$ cat config.mk
export PLATFORM = sky130hd
export DESIGN_NAME = usb_rh_port_reg
export DESIGN_NICKNAME = d
export VERILOG_FILES = /design/src/rtl/usb_rh_port_pkg.sv /design/src/rtl/rh_port_wr_merge.sv /design/src/rtl/rh_port_evt_apply.sv /design/src/rtl/usb_rh_port_reg.sv
export SDC_FILE = /design/constraint.sdc
export NUM_CORES = 1
export LEC_CHECK = 0
export BUFFER_PORTS_ARGS = -buffer_cell sky130_fd_sc_hd__buf_2
export CAP_MARGIN = 20
export CORE_UTILIZATION = 41
export DETAILED_ROUTE_END_ITERATION = 12
export PLACE_DENSITY = 0.8
export SKIP_CTS_REPAIR_TIMING = 1
export SLEW_MARGIN = 20
export SYNTH_ARGS = -nofsm -noshare
export SYNTH_HDL_FRONTEND = slang
export SYNTH_SLANG_ARGS = --single-unit
$ cat constraint.sdc
create_clock -name clk -period 2.68 [get_ports clk]
set_input_delay 0.536 -clock clk [delete_from_list [all_inputs] [get_ports clk]]
set_output_delay 0.536 -clock clk [all_outputs]
set_load 0.01 [all_outputs]
$ cat src/rtl/usb_rh_port_pkg.sv
package usb_rh_port_pkg;

    localparam int PORT_W = 16;

    localparam int B_CONN     = 0;
    localparam int B_CONN_CHG = 1;
    localparam int B_ENA      = 2;
    localparam int B_ENA_CHG  = 3;
    localparam int B_RES_DET  = 6;
    localparam int B_LOW_SPD  = 8;
    localparam int B_PRST     = 9;
    localparam int B_SUSP     = 12;

    localparam logic [PORT_W-1:0] RO_MASK  = 16'h01BB;
    localparam logic [PORT_W-1:0] W1C_MASK = (16'h1 << B_CONN_CHG) | (16'h1 << B_ENA_CHG);
    localparam logic [PORT_W-1:0] RST_VAL  = 16'h0080;

    typedef struct packed {
        logic attach;
        logic low_speed;
        logic detach;
        logic wakeup;
    } port_evt_t;

    function automatic logic [PORT_W-1:0] merge_write(
        input logic [PORT_W-1:0] cur,
        input logic [PORT_W-1:0] wd
    );
        logic [PORT_W-1:0] v;
        v = (cur & RO_MASK) | (wd & ~RO_MASK);
        v = v & ~(wd & W1C_MASK);
        return v;
    endfunction

endpackage

$ cat src/rtl/rh_port_wr_merge.sv
module rh_port_wr_merge
    import usb_rh_port_pkg::*;
#(
    parameter int DATA_W = 16
) (
    input  logic [DATA_W-1:0] cur,
    input  logic              wr_en,
    input  logic [DATA_W-1:0] wr_data,
    output logic [DATA_W-1:0] merged
);
    localparam int LOW_W = (DATA_W < PORT_W) ? DATA_W : PORT_W;

    logic [PORT_W-1:0] cur_lo;
    logic [PORT_W-1:0] wd_lo;
    logic [PORT_W-1:0] res_lo;

    always_comb begin
        cur_lo = '0;
        wd_lo  = '0;
        cur_lo[LOW_W-1:0] = cur[LOW_W-1:0];
        wd_lo[LOW_W-1:0]  = wr_data[LOW_W-1:0];
        res_lo = merge_write(cur_lo, wd_lo);
    end

    generate
        if (DATA_W > PORT_W) begin : g_wide
            always_comb begin
                merged = cur;
                if (wr_en) begin
                    merged[PORT_W-1:0]      = res_lo;
                    merged[DATA_W-1:PORT_W] = wr_data[DATA_W-1:PORT_W];
                end
            end
        end else begin : g_narrow
            always_comb begin
                merged = cur;
                if (wr_en) merged = res_lo[DATA_W-1:0];
            end
        end
    endgenerate
endmodule

$ cat src/rtl/rh_port_evt_apply.sv
module rh_port_evt_apply
    import usb_rh_port_pkg::*;
#(
    parameter int DATA_W = 16
) (
    input  logic [DATA_W-1:0] base,
    input  port_evt_t         evt,
    output logic [DATA_W-1:0] nxt,
    output logic              resume
);
    logic wake_ok;

    always_comb begin
        nxt = base;
        // detach first, so that a simultaneous attach wins the connect state
        if (evt.detach) begin
            if (nxt[B_CONN]) begin
                nxt[B_CONN]     = 1'b0;
                nxt[B_CONN_CHG] = 1'b1;
            end
            if (nxt[B_ENA]) begin
                nxt[B_ENA]     = 1'b0;
                nxt[B_ENA_CHG] = 1'b1;
            end
        end
        if (evt.attach) begin
            nxt[B_CONN]     = 1'b1;
            nxt[B_CONN_CHG] = 1'b1;
            nxt[B_LOW_SPD]  = evt.low_speed;
        end
        wake_ok = evt.wakeup && base[B_SUSP] && !base[B_RES_DET];
        if (wake_ok) nxt[B_RES_DET] = 1'b1;
        resume = evt.attach || evt.detach || wake_ok;
    end
endmodule

$ cat src/rtl/usb_rh_port_reg.sv
module usb_rh_port_reg
    import usb_rh_port_pkg::*;
#(
    parameter int DATA_W = 16
) (
    input  logic              clk,
    input  logic              rst,
    input  logic              wr_en,
    input  logic [DATA_W-1:0] wr_data,
    input  logic              attach_i,
    input  logic              attach_low_speed_i,
    input  logic              detach_i,
    input  logic              wakeup_i,
    output logic [DATA_W-1:0] rd_data,
    output logic              resume_req_o
);
    localparam logic [DATA_W-1:0] RST_W = DATA_W'(RST_VAL);

    logic [DATA_W-1:0] port_q;
    logic [DATA_W-1:0] after_wr;
    logic [DATA_W-1:0] after_evt;
    logic              resume_d;
    port_evt_t         evt;

    assign evt = '{attach:    attach_i,
                   low_speed: attach_low_speed_i,
                   detach:    detach_i,
                   wakeup:    wakeup_i};

    rh_port_wr_merge #(.DATA_W(DATA_W)) u_merge (
        .cur     (port_q),
        .wr_en   (wr_en),
        .wr_data (wr_data),
        .merged  (after_wr)
    );

    rh_port_evt_apply #(.DATA_W(DATA_W)) u_evt (
        .base   (after_wr),
        .evt    (evt),
        .nxt    (after_evt),
        .resume (resume_d)
    );

    always_ff @(posedge clk) begin
        if (rst) begin
            port_q       <= RST_W;
            resume_req_o <= 1'b0;
        end else begin
            port_q       <= after_evt;
            resume_req_o <= resume_d;
        end
    end

    assign rd_data = port_q;
endmodule

==> impl_metrics.tcl, run 1 <==
set metrics [dict create \
    outcome "finished clean" \
    port_buffers 31 \
    clkLatencyLatePin_ns 0.28 \
    first_pass_iters 2 \
    dieArea_um2 1530 \
    clock_skew_ns 0.00504 \
    setup_tns_ns 0 \
    avgSynthCellArea_um2 10.1 \
    grt_remaining_overflow 0 \
    cp_top_family "flip-flops" \
    nets 110 \
    powerDensity_nw_per_um2 610 \
    yosys-top-cells-count "14 x dfxtp_1, 10 x nor2_1, 9 x mux2i_1, 4 x a21oi_1, 4 x buf_4" \
    fp.dieW_um 39.1 \
    grt_pass1_vias 384 \
    fin_crit_sh_pct 48.9 \
    cts-root-buf "clkbuf_4" \
    antenna_found_initial 0 \
    crit_arrival_ns 0.78 \
    vdd_ir_drop_max_v 0.000306 \
    crit_chain "buf_2" \
    synth_area_um2 563 \
    layoutNonFillerInstCount 100 \
    grt_pass1_wl_um 1670 \
    met1_usage_pct 20.6 \
    dp.cells 96 \
    cp.required_ns 2.14 \
    cp_max_fo 3 \
    area_growth_pct 29.8 \
    grtUsageMet2_pct 25.0 \
    drt-initial-drc-count 5 \
    busiest_layer "met2" \
    synthesis.instances 56 \
    min_path_type "input port to flip-flop" \
    layout-drive-gt1-share_pct 45.3 \
    hold_viol 0 \
    routed_via_density 4.77 \
    synth_edf_count 0 \
    htreeDepth 1 \
    clockBufferDepth 2 \
    track_usage_pct 17.0 \
    start_kind "flip-flop" \
    grt_use_met3_pct 6.36 \
    dpl.hpwl_um 815 \
    fmax_mhz 762 \
    synth_flop_cell "dfxtp_1" \
    crit_buf_inv 1 \
    layout_min_cycle_time_ns 1.31 \
    crit_type "flip-flop to primary output" \
    numCtsBuffers 3 \
    wire_per_inst_um 10.8 \
    vias 477 \
    synth_area_leaders "dfxtp_1 50%, mux2i_1 16%, nor2_1 6.7%, buf_4 5.3%, a21oi_1 3.6%" \
    rsz0062_at_grt "false" \
    seq_area_frac_synth_pct 49.8 \
    yosys_warnings 0 \
    drt_wl_total_um 1080 \
    p_leak_nw 0.391 \
    row_count 12 \
    synth_most_common_cell "dfxtp_1" \
    fp.dieH_um 39.1 \
    drc_errors 0 \
    cpMaxStageDelayCell "dfxtp_1" \
    grt_max_degree 15 \
    setup_violations 0 \
    place.gp.congestion 0.619 \
    start_util_pct 47.5 \
    max_stage_delay_ns 0.35 \
    core_area_um2 1190 \
    synth_top_cell_area_share_pct 49.8 \
    timing.final.max_slew_violations 0 \
    antenna_cells 0 \
    yosysTopAreaCell "dfxtp_1" \
    ys_types 18 \
    cts_tree "yes" \
    cts.clk_slew.worst_paths_ns 0.09 \
    synthArstFlopShare_pct 0 \
    end_kind "primary output" \
    io_pins 40 \
    drv_cap 0 \
    synth_seq_cells 14 \
    clock-sinks 14 \
    antenna_left 0 \
]
[routing by layer]
metal | routed length (um) | vias up | part of all wire, %
met4 | 19 | 0 | 1.8
li1 | - | 239 | -
met2 | 491 | 24 | 45
met1 | 495 | 212 | 46
met3 | 78 | 2 | 7.2
met5 | 0 | - | 0
[stage by stage]
stage / power (mW) / hold slack, ns / cell area (um^2) / utilization (%) / worst slack, ns
global placement: 0.297 / 0.468 / 694 / 58.5 / 1.10
floorplan: 0.273 / 0.474 / 567 / - / 1.46
detailed placement: 0.299 / 0.482 / 694 / 58.5 / 1.09
finish: 0.446 / 0.479 / 731 / 61.6 / 1.37
global route: 0.467 / 0.477 / 731 / 61.6 / 1.30
CTS: 0.453 / 0.474 / 731 / 61.6 / 1.34
[flip-flops by register name, summed over array words and instances (netlist names)]
register	count
rd_data	13
resume_req_o	1
[kinds of logic (layout without fill, tap and decap cells)]
| logic type | count (synthesis) | count (layout) | share of synthesized area, % |
|---|---|---|---|
| muxes | 10 | 10 | 18.7 |
| other | 2 | 3 | 1.33 |
| DFF | 14 | 14 | 49.8 |
| AOI/OAI and AO/OA | 7 | 7 | 9.33 |
| buffers and inverters | 8 | 37 | 9.33 |
| and+or+nand+nor | 15 | 15 | 11.6 |
[placed cells by master, fill, tap and decap left out]
master,instances
clkbuf_8,1
buf_2,31
a32oi_1,1
nand2_1,1
a311oi_2,1
nor3_1,1
a21oi_1,4
clkbuf_4,3
mux2i_1,9
conb_1,3
inv_1,2
nand2_2,1
or2_2,1
a221oi_1,1
mux2_4,1
nor2b_1,1
dfxtp_1,14
nor2_1,10
[power breakdown]
part / leakage (nW) / total, mW / internal [mW] / switching, mW
clock network: 0.0210 / 0.153 / 0.0827 / 0.0700
logic: 0.254 / 0.0664 / 0.0320 / 0.0344
registers: 0.116 / 0.227 / 0.221 / 0.00586
[path summary, 6_finish.rpt]
kind,slack (ns),from,endpoint,cells past startpoint
max reg2reg,1.69,rd_data[12],resume_req_o,3
max,1.37,rd_data[2],rd_data[2],1
min reg2reg,0.50,rd_data[8],rd_data[8],2
min,0.48,wr_data[15],rd_data[15],3
[final cells by class]
class | count | area (um^2)
Clock buffer | 4 | 36.3
Fill cell | 115 | 455
Inverter | 2 | 7.51
Multi-Input combinational cell | 35 | 234
Sequential cell | 14 | 280
Tap cell | 14 | 17.5
Timing Repair Buffer | 31 | 155
Note: power is estimated with default switching activity, not from simulation.
==> run 2, diff against run 1 <==
Settings changed: CORE_UTILIZATION 41 to 38, PLACE_DENSITY 0.8 to 0.75.
Clock period 2.68 ns to 1.3 ns, I/O delays scaled along.
==> run 2 against run 1 <==
Utilization shrank 7.2 points. Sequential share of layout area grew 0.26 points. Via count is 2.5% lower. Die area up 7.5%. Largest power group unchanged. Highest routed layer is now met3.
==> impl_metrics.tcl, run 2 (synthesis gave the netlist of run 1 again) <==
set metrics [dict create \
    outcome "finished clean" \
    antenna_cells 0 \
    first_pass_iters 3 \
    routed_via_density 4.60 \
    max_stage_delay_ns 0.36 \
    largest_register_ffs 13 \
    cp.required_ns 1.04 \
    cp_max_fo 3 \
    reg2reg_setup_slack_ns 0.31 \
    dieArea_um2 1640 \
    cp_top_family "flip-flops" \
    wire_per_inst_um 9.86 \
    cts_tree "yes" \
    nets 111 \
    clock_skew_ns 0.00658 \
    grt_remaining_overflow 0 \
    timing.final.max_slew_violations 0 \
    start_util_pct 42.2 \
    dpl.hpwl_um 736 \
    powerDensity_nw_per_um2 1160 \
    crit_type "flip-flop to primary output" \
    fp.dieH_um 40.5 \
    area_growth_pct 28.9 \
    layout_common_cells "31 x buf_2, 14 x dfxtp_1, 10 x nor2_1" \
    vdd_ir_drop_max_v 0.000569 \
    antenna_found_initial 0 \
    track_usage_pct 13.7 \
    row_count 13 \
    min_to "rd_data[15]" \
    htreeDepth 1 \
    drt-initial-drc-count 3 \
    setup_tns_ns 0 \
    finalPower_mw 0.845 \
    clockBufferDepth 2 \
    io_pins 40 \
    cts.clk_slew.worst_paths_ns 0.08 \
    fp.dieW_um 40.5 \
    fin_crit_sh_pct 79.9 \
    core_area_um2 1330 \
    grt_max_degree 15 \
    drc_errors 0 \
    p_leak_nw 0.389 \
    crit_buf_inv 1 \
    crit_chain "buf_2" \
    r2r.worst_path.cells 3 \
    numCtsBuffers 3 \
    clkLatencyLatePin_ns 0.27 \
    end_kind "primary output" \
    layout-drive-gt1-share_pct 45.3 \
    worst-path-stages 1 \
    hold_viol 0 \
    cts-root-buf "clkbuf_4" \
    antenna_left 0 \
    min_from "wr_data[15]" \
    cpMaxStageDelayCell "dfxtp_1" \
    drt_wl_total_um 996 \
    layout_min_cycle_time_ns 1.04 \
    r2r_end "resume_req_o" \
    clock-sinks 14 \
    final_common_cell "buf_2" \
    whs_path_depth 3 \
    drv_cap 0 \
    vias 465 \
    crit_arrival_ns 0.78 \
    reg2reg_from "rd_data[12]" \
    start_kind "flip-flop" \
    fmax_mhz 962 \
    port_buffers 31 \
    rsz0062_at_grt "false" \
    grt_pass1_vias 354 \
    place.gp.congestion 0.624 \
    grt_pass1_wl_um 1420 \
    min_path_type "input port to flip-flop" \
    setup_violations 0 \
]
-- run 2: cell count changes in the layout (fill, tap and decap cells not counted) --
cell | previous run | this run
clkbuf_8 | 1 | 0
buf_4 | 0 | 1
-- run 2: worst max-delay path by stage --
| stage | startpoint | end | slack (ns) |
|---|---|---|---|
| after floorplan | rd_data[12] | resume_req_o | 0.30 |
| after global placement | wr_en | resume_req_o | 0.20 |
| after detailed placement | wr_en | resume_req_o | 0.19 |
| after CTS | rd_data[0] | rd_data[0] | 0.25 |
| after global routing | rd_data[0] | rd_data[0] | 0.20 |
| final | rd_data[3] | rd_data[3] | 0.26 |
-- run 2: per-stage QoR --
step	hold slack (ns)	utilization [%]	instance area [um^2]	cells	setup slack [ns]
2_1_floorplan	0.329	-	567	57	0.305
3_5_place_dp	0.478	52.7	703	98	0.189
3_3_place_gp	0.469	52.7	703	98	0.195
5_1_grt	0.217	54.4	726	101	0.195
4_1_cts	0.216	54.4	726	101	0.252
6_report	0.220	54.4	726	101	0.261
-- run 2: where the power goes --
part           internal, mW  switching [mW]
Combinational        0.0680          0.0694
Sequential            0.456          0.0122
Clock                 0.107           0.132
Total                 0.631           0.214
-- run 2: layout make-up --
| type | count | area [um^2] |
|---|---|---|
| tap | 15 | 18.8 |
| clock buffer | 3 | 22.5 |
| timing repair buffer | 32 | 163 |
| multi-input combinational | 35 | 234 |
| fill | 140 | 608 |
| sequential | 14 | 280 |
| inverter | 2 | 7.51 |
-- run 2: metal layers --
metal / vias to the layer above / global-route usage, % / wire [um]
li1: 241 / - / -
met3: 0 / 5.00 / 77
met2: 24 / 21.8 / 445
met1: 200 / 15.8 / 473
met5: - / 0 / 0
met4: 0 / 7.50 / 0
